==> config.mk <==
export PLATFORM = sky130hd
export DESIGN_NAME = indexed_intc
export DESIGN_NICKNAME = d
export VERILOG_FILES = /design/src/rtl/intc_pkg.sv /design/src/rtl/intc_sense.sv /design/src/rtl/intc_arbiter.sv /design/src/rtl/indexed_intc.sv
export SDC_FILE = /design/constraint.sdc
export NUM_CORES = 2
export LEC_CHECK = 0
export BUFFER_PORTS_ARGS = -buffer_cell sky130_fd_sc_hd__buf_4
export CORE_UTILIZATION = 45
export CTS_CLUSTER_SIZE = 10
export DETAILED_ROUTE_END_ITERATION = 12
export MAX_ROUTING_LAYER = met4
export PLACE_DENSITY = 0.7
export SLEW_MARGIN = 20
export SYNTH_ARGS = -nofsm -noshare
export SYNTH_HDL_FRONTEND = slang
export SYNTH_SLANG_ARGS = --single-unit
==> constraint.sdc <==
create_clock -name clk_i -period 149 [get_ports clk_i]
set_clock_uncertainty 0.05 [all_clocks]
set_input_delay 7.45 -clock clk_i [delete_from_list [all_inputs] [get_ports clk_i]]
set_output_delay 7.45 -clock clk_i [all_outputs]
set_load 0.01 [all_outputs]
==> src/rtl/intc_pkg.sv <==
package intc_pkg;

    localparam int ADDR_W = 13;

    // Single registers
    localparam logic [ADDR_W-1:0] A_CTRL     = 13'h004;
    localparam logic [ADDR_W-1:0] A_HCTRL    = 13'h00C;
    localparam logic [ADDR_W-1:0] A_GLOBAL   = 13'h010;
    localparam logic [ADDR_W-1:0] A_ST_ICLR  = 13'h024;
    localparam logic [ADDR_W-1:0] A_EN_ISET  = 13'h028;
    localparam logic [ADDR_W-1:0] A_EN_ICLR  = 13'h02C;
    localparam logic [ADDR_W-1:0] A_HO_ISET  = 13'h034;
    localparam logic [ADDR_W-1:0] A_HO_ICLR  = 13'h038;
    localparam logic [ADDR_W-1:0] A_WINNER   = 13'h080;
    localparam logic [ADDR_W-1:0] A_HO_MAP   = 13'h1500;

    // Bank bases
    localparam logic [ADDR_W-1:0] B_ST_CLR   = 13'h0280;
    localparam logic [ADDR_W-1:0] B_EN_CLR   = 13'h0380;
    localparam logic [ADDR_W-1:0] B_CHAN     = 13'h0400;
    localparam logic [ADDR_W-1:0] B_POL      = 13'h0D00;
    localparam logic [ADDR_W-1:0] B_TYPE     = 13'h0D80;

    localparam int CHAN_W    = 8;
    localparam int WIN_IDX_W = 10;

    // {type, polarity}
    typedef enum logic [1:0] {
        TRIG_LVL_LO    = 2'b00,
        TRIG_LVL_HI    = 2'b01,
        TRIG_EDGE_FALL = 2'b10,
        TRIG_EDGE_RISE = 2'b11
    } trig_e;

    function automatic logic in_bank(input logic [ADDR_W-1:0] a,
                                     input logic [ADDR_W-1:0] base,
                                     input int nwords);
        return (int'(a) >= int'(base)) && (int'(a) < int'(base) + 4 * nwords);
    endfunction

    function automatic int bank_word(input logic [ADDR_W-1:0] a,
                                     input logic [ADDR_W-1:0] base);
        return (int'(a) - int'(base)) >>> 2;
    endfunction

endpackage

==> src/rtl/intc_sense.sv <==
module intc_sense
    import intc_pkg::*;
#(
    parameter int NUM_IRQ = 64
) (
    input  logic               clk_i,
    input  logic               rst_ni,
    input  logic [NUM_IRQ-1:0] irq_i,
    input  logic [NUM_IRQ-1:0] pol_i,
    input  logic [NUM_IRQ-1:0] typ_i,
    output logic [NUM_IRQ-1:0] act_o,
    output logic [NUM_IRQ-1:0] edge_o
);

    typedef struct packed {
        logic [NUM_IRQ-1:0] smp;
        logic [NUM_IRQ-1:0] dly;
    } sense_t;

    sense_t s_d, s_q;

    always_comb begin
        s_d     = s_q;
        s_d.smp = irq_i;
        s_d.dly = s_q.smp;
    end

    always_ff @(posedge clk_i or negedge rst_ni) begin
        if (!rst_ni) s_q <= '0;
        else         s_q <= s_d;
    end

    for (genvar g = 0; g < NUM_IRQ; g++) begin : g_line
        trig_e mode;
        logic  rise, fall;
        assign mode      = trig_e'({typ_i[g], pol_i[g]});
        assign rise      = s_q.smp[g] & ~s_q.dly[g];
        assign fall      = ~s_q.smp[g] & s_q.dly[g];
        assign edge_o[g] = ((mode == TRIG_EDGE_RISE) && rise) ||
                           ((mode == TRIG_EDGE_FALL) && fall);
        assign act_o[g]  = ((mode == TRIG_LVL_HI) &&  s_q.smp[g]) ||
                           ((mode == TRIG_LVL_LO) && !s_q.smp[g]);
    end

endmodule

==> src/rtl/intc_arbiter.sv <==
module intc_arbiter
    import intc_pkg::*;
#(
    parameter int NUM_IRQ = 64
) (
    input  logic [NUM_IRQ-1:0]        pend_i,
    input  logic [CHAN_W*NUM_IRQ-1:0] chan_i,
    output logic                      valid_o,
    output logic [WIN_IDX_W-1:0]      idx_o
);

    logic              found;
    logic [CHAN_W-1:0] best;

    always_comb begin
        found = 1'b0;
        best  = '1;
        idx_o = '0;
        for (int i = 0; i < NUM_IRQ; i++) begin
            if (pend_i[i] && (!found || chan_i[CHAN_W*i +: CHAN_W] < best)) begin
                found = 1'b1;
                best  = chan_i[CHAN_W*i +: CHAN_W];
                idx_o = WIN_IDX_W'(i);
            end
        end
        valid_o = found;
    end

endmodule

==> src/rtl/indexed_intc.sv <==
module indexed_intc
    import intc_pkg::*;
#(
    parameter int NUM_IRQ = 64
) (
    input  logic               clk_i,
    input  logic               rst_ni,
    input  logic [NUM_IRQ-1:0] irq_i,
    input  logic               reg_wr_i,
    input  logic               reg_rd_i,
    input  logic [12:0]        reg_addr_i,
    input  logic [31:0]        reg_wdata_i,
    output logic [31:0]        reg_rdata_o,
    output logic               host_irq_o
);

    localparam int BM_WORDS = NUM_IRQ / 32;
    localparam int CM_WORDS = NUM_IRQ / 4;

    typedef struct packed {
        logic [NUM_IRQ-1:0]        stat;
        logic [NUM_IRQ-1:0]        en;
        logic [NUM_IRQ-1:0]        pol;
        logic [NUM_IRQ-1:0]        typ;
        logic [CHAN_W*NUM_IRQ-1:0] chan;
        logic                      gen;
        logic                      hen;
        logic [31:0]               rdata;
    } state_t;

    state_t st_d, st_q;

    logic [NUM_IRQ-1:0]   lvl_act, edge_hit, stat_clr, en_set, en_clr;
    logic                 win_valid;
    logic [WIN_IDX_W-1:0] win_idx;
    logic                 gen_q, hen_q;
    logic [NUM_IRQ-1:0]   pend_q, en_q;
    int                   w_st, w_en, w_cm, w_pl, w_ty;

    intc_sense #(.NUM_IRQ(NUM_IRQ)) u_sense (
        .clk_i  (clk_i),
        .rst_ni (rst_ni),
        .irq_i  (irq_i),
        .pol_i  (st_q.pol),
        .typ_i  (st_q.typ),
        .act_o  (lvl_act),
        .edge_o (edge_hit)
    );

    assign pend_q = st_q.stat & st_q.en;
    assign en_q   = st_q.en;
    assign gen_q  = st_q.gen;
    assign hen_q  = st_q.hen;

    intc_arbiter #(.NUM_IRQ(NUM_IRQ)) u_arb (
        .pend_i  (pend_q),
        .chan_i  (st_q.chan),
        .valid_o (win_valid),
        .idx_o   (win_idx)
    );

    always_comb begin
        st_d = st_q;
        w_st = bank_word(reg_addr_i, B_ST_CLR);
        w_en = bank_word(reg_addr_i, B_EN_CLR);
        w_cm = bank_word(reg_addr_i, B_CHAN);
        w_pl = bank_word(reg_addr_i, B_POL);
        w_ty = bank_word(reg_addr_i, B_TYPE);

        // Per-line status and enable
        for (int i = 0; i < NUM_IRQ; i++) begin
            stat_clr[i] = reg_wr_i &&
                ((reg_addr_i == A_ST_ICLR && reg_wdata_i == 32'(i)) ||
                 (in_bank(reg_addr_i, B_ST_CLR, BM_WORDS) && w_st == i / 32 &&
                  reg_wdata_i[i % 32]));
            en_set[i]   = reg_wr_i && reg_addr_i == A_EN_ISET && reg_wdata_i == 32'(i);
            en_clr[i]   = reg_wr_i &&
                ((reg_addr_i == A_EN_ICLR && reg_wdata_i == 32'(i)) ||
                 (in_bank(reg_addr_i, B_EN_CLR, BM_WORDS) && w_en == i / 32 &&
                  reg_wdata_i[i % 32]));

            if (st_q.typ[i]) st_d.stat[i] = (st_q.stat[i] && !stat_clr[i]) || edge_hit[i];
            else             st_d.stat[i] = lvl_act[i];

            if (en_set[i])      st_d.en[i] = 1'b1;
            else if (en_clr[i]) st_d.en[i] = 1'b0;
        end

        // Configuration banks
        if (reg_wr_i) begin
            for (int w = 0; w < BM_WORDS; w++) begin
                if (in_bank(reg_addr_i, B_POL, BM_WORDS) && w_pl == w)
                    st_d.pol[32*w +: 32] = reg_wdata_i;
                if (in_bank(reg_addr_i, B_TYPE, BM_WORDS) && w_ty == w)
                    st_d.typ[32*w +: 32] = reg_wdata_i;
            end
            for (int w = 0; w < CM_WORDS; w++) begin
                if (in_bank(reg_addr_i, B_CHAN, CM_WORDS) && w_cm == w)
                    st_d.chan[32*w +: 32] = reg_wdata_i;
            end
            if (reg_addr_i == A_GLOBAL) st_d.gen = reg_wdata_i[0];
            if (reg_addr_i == A_HO_MAP) st_d.hen = reg_wdata_i[0];
            if (reg_addr_i == A_HO_ISET && reg_wdata_i == 32'd0) st_d.hen = 1'b1;
            if (reg_addr_i == A_HO_ICLR && reg_wdata_i == 32'd0) st_d.hen = 1'b0;
        end

        // Registered read path
        if (reg_rd_i) begin
            st_d.rdata = '0;
            if (reg_addr_i == A_WINNER)
                st_d.rdata = {~win_valid, {(31-WIN_IDX_W){1'b0}}, win_idx};
            if (reg_addr_i == A_GLOBAL) st_d.rdata = {31'd0, st_q.gen};
            if (reg_addr_i == A_HO_MAP) st_d.rdata = {31'd0, st_q.hen};
            for (int w = 0; w < BM_WORDS; w++) begin
                if (in_bank(reg_addr_i, B_ST_CLR, BM_WORDS) && w_st == w)
                    st_d.rdata = st_q.stat[32*w +: 32];
                if (in_bank(reg_addr_i, B_EN_CLR, BM_WORDS) && w_en == w)
                    st_d.rdata = st_q.en[32*w +: 32];
                if (in_bank(reg_addr_i, B_POL, BM_WORDS) && w_pl == w)
                    st_d.rdata = st_q.pol[32*w +: 32];
                if (in_bank(reg_addr_i, B_TYPE, BM_WORDS) && w_ty == w)
                    st_d.rdata = st_q.typ[32*w +: 32];
            end
            for (int w = 0; w < CM_WORDS; w++) begin
                if (in_bank(reg_addr_i, B_CHAN, CM_WORDS) && w_cm == w)
                    st_d.rdata = st_q.chan[32*w +: 32];
            end
        end
    end

    always_ff @(posedge clk_i or negedge rst_ni) begin
        if (!rst_ni) begin
            st_q.stat  <= '0;
            st_q.en    <= '0;
            st_q.pol   <= '1;
            st_q.typ   <= '0;
            st_q.chan  <= {NUM_IRQ{8'h07}};
            st_q.gen   <= 1'b0;
            st_q.hen   <= 1'b0;
            st_q.rdata <= '0;
        end else begin
            st_q <= st_d;
        end
    end

    assign reg_rdata_o = st_q.rdata;
    assign host_irq_o  = st_q.gen & st_q.hen & (|pend_q);

endmodule

==> flow_metrics.env <==
export IMPL_status="complete, no violations"
export IMPL_slowest_stage="a2111oi_0"
export IMPL_clock_sinks=930
export IMPL_drt_iter0_markers=9994
export IMPL_ir_drop_mv=0.0103
export IMPL_ys_seq_area_share_pct=35.0
export IMPL_numCtsBuffers=110
export IMPL_cts_root_buffer="clkbuf_16"
export IMPL_synthFlopType="dfrtp_1"
export IMPL_arrival_ns=137.98
export IMPL_finalSetupTns_ns=0
export IMPL_layout_commonest_cell="nand2_1"
export IMPL_hpwl_mm=249
export IMPL_rsz0062_at_grt="no"
export IMPL_r2r_cells=633
export IMPL_syn_area_mm2=0.0674
export IMPL_die_w_um=389
export IMPL_max_slew_margin_rel_pct=15.3
export IMPL_yosysWarningCount=0
export IMPL_place_congestion=1.15
export IMPL_drv_cap=0
export IMPL_rows=141
export IMPL_cp_required_ns=149.58
export IMPL_io_pins=146
export IMPL_rr_startpoint="st_q[738]"
export IMPL_grt_pass1_wl_mm=454
export IMPL_min_path_type="reg -> reg"
export IMPL_synth_async_reset_ratio_pct=100
export IMPL_dpl_worst_slack_ns=12.66
export IMPL_cp_start_kind="flip-flop"
export IMPL_synthCells=7321
export IMPL_worstSkewPairLatency_ns=0.78
export IMPL_nFillCells=13800
export IMPL_wl_met1_mm=124
export IMPL_ys_ff_latch=930
export IMPL_vias=64500
export IMPL_critPathMostFrequentCell="a21oi_1"
export IMPL_dr_max_layer_used="met4"
export IMPL_drt_antenna_violating_nets=0
export IMPL_wl_met2_mm=136
export IMPL_clk_pin_slew_ns=0.06
export IMPL_tritoncts="done"
export IMPL_tightest_slew_ns=1.26
export IMPL_ctsHoldBuffers=0
export IMPL_hold_end="u_sense.s_q[22]"
export IMPL_period_share_pct=92.2
export IMPL_core_area_mm2=0.148
export IMPL_period_needed_ns=137.39
export IMPL_grt_total_usage_pct=43.6
export IMPL_syn_to_final_growth_pct=8.29
export IMPL_met3_length_mm=43.6
export IMPL_max_freq_mhz=7.28
export IMPL_critPathCaptureType="flip-flop"
export IMPL_initial_utilization_pct=45.5
export IMPL_cp_max_fo=22
export IMPL_wl_per_cell_um=35.3
export IMPL_syn_num_nets=7759
export IMPL_nets=7684
export IMPL_wl_mm=329
export IMPL_drv_slew=0
export IMPL_syn_avg_cell_area_um2=9.21
export IMPL_grt_overflow=0
export IMPL_clk_path_buf_depth=3
export IMPL_setup_viol_count_final=0
export IMPL_worstReg2RegEnd="reg_rdata_o[3]"
export IMPL_power_density_mw_per_mm2=7.66
export IMPL_p_leak_nw=33.8
export IMPL_power_mw=0.559
export IMPL_worstHoldPathCells=0
export IMPL_drt_pass1_iter_count=9
export IMPL_drc=0
export IMPL_dieHeight_um=389
export IMPL_port_buffers=145
export IMPL_min_delay_start="u_sense.s_d[22]"
export IMPL_final_hold_violation_count=0
export IMPL_layout_common_cells="nand2_1, dfrtp_1, mux2_2"
export IMPL_antenna_found_initial=59
export IMPL_die_area_mm2=0.151
export IMPL_crit_type="reg -> reg"
export IMPL_cts_htree_levels=3
export IMPL_r2r_slack_ns=11.61
export IMPL_via_per_inst=6.93
export IMPL_grt_pass1_vias=59200
export IMPL_synth_distinct_cells=185
export IMPL_grt_max_degree=156
export IMPL_synth_edff_count=0
export IMPL_fin_ws_ns=11.61
export IMPL_drive_above_1_share_pct=23.8
export IMPL_slowest_delay_ns=0.71
==> cell type report <==
class                   count  area (um2)  area share [%]
repair buffers            252        1930            2.64
multi-input cells        5642       40200            55.1
clock buffers             183        3110            4.25
well taps                1930        2410            3.31
inverters                 310        1160            1.59
diodes                     50         125           0.171
flip-flops and latches    930       23600            32.3
clock inverters            21         439           0.601
==> state kept, by name, summed over array words and instances, names as in the netlist <==
name,count
en_q,64
gen_q,1
hen_q,1
reg_rdata_o,32
st_q,704
u_sense.s_d,64
u_sense.s_q,64
==> what timing repair did <==
action	4_1_cts	5_1_grt
gates resized for setup	0	8
setup endpoints to repair	0	6
setup buffers	0	5
==> through the flow <==
step | cells | hold slack [ns] | utilization [%] | cell area (um2)
after global routing | 9308 | 0.363 | 49.3 | 73000
after detailed placement | 9052 | 0.335 | 46.7 | 69200
after CTS | 9256 | 0.348 | 49.1 | 72700
after global placement | 9052 | 0.336 | 46.7 | 69200
after floorplan | 7321 | 0.321 | - | 67400
final | 9318 | 0.351 | 49.3 | 73000
==> layer usage <==
metal / track usage (%) / up-vias
li1: - / 26900
met2: 60.0 / 4565
met1: 53.2 / 32000
met4: 30.0 / 0
met5: - / -
met3: 15.1 / 1043
==> kinds of logic after synthesis <==
group	Yosys count	synth area share [%]
XOR/XNOR	31	0.425
adder cells (fa/ha/maj)	363	6.61
AO/OA/AOI/OAI	2059	21.8
buffers and inverters	749	5.60
flip-flops	930	35.0
AND/OR/NAND/NOR	2335	16.4
multiplexers	854	14.1
==> report_power, final <==
part	internal [mW]	switching (mW)
sequential	0.257	0.00456
clock	0.154	0.118
combinational	0.00517	0.0207
==> Yosys cell counts (39+ instances only) <==
cell / count / area (um2)
a211oi_1: 45 / 338
a21o_1: 112 / 841
a21oi_1: 323 / 1620
a221oi_1: 87 / 762
a22oi_1: 186 / 1400
a31oi_1: 50 / 313
buf_1: 64 / 240
buf_4: 51 / 383
clkbuf_1: 242 / 908
dfrtp_1: 674 / 16900
dfstp_2: 256 / 6730
ha_1: 325 / 4070
inv_1: 310 / 1160
mux2_2: 671 / 7560
mux2i_1: 143 / 1430
nand2_1: 1049 / 3940
nand3_1: 232 / 1160
nand4_1: 145 / 907
nor2_1: 388 / 1460
nor2b_1: 100 / 626
nor3_1: 73 / 365
o211ai_1: 50 / 375
o21ai_0: 528 / 2640
o22ai_1: 39 / 244
o311ai_0: 69 / 604
==> worst max-delay path by stage <==
stage	slack [ns]	startpoint	depth (start not counted)	to
5_1_grt	0.17	st_q[738]	636	reg_rdata_o[1]
3_3_place_gp	15.85	st_q[738]	626	reg_rdata_o[4]
3_5_place_dp	12.66	st_q[738]	630	reg_rdata_o[4]
4_1_cts	12.09	st_q[738]	630	reg_rdata_o[3]
6_report	11.61	st_q[738]	633	reg_rdata_o[3]
2_1_floorplan	32.16	st_q[738]	695	reg_rdata_o[4]
==> worst max-delay path, delay by kind of cell (launching register included) <==
family | cells | cell delay [ns]
adders and majority gates | 63 | 19.19
DFF | 1 | 0.44
and+or+nand+nor | 178 | 29.78
buffers and inverters | 33 | 4.04
muxes | 25 | 7.79
AOI/OAI and AO/OA | 334 | 75.65
(Power assumes the default switching activity.)
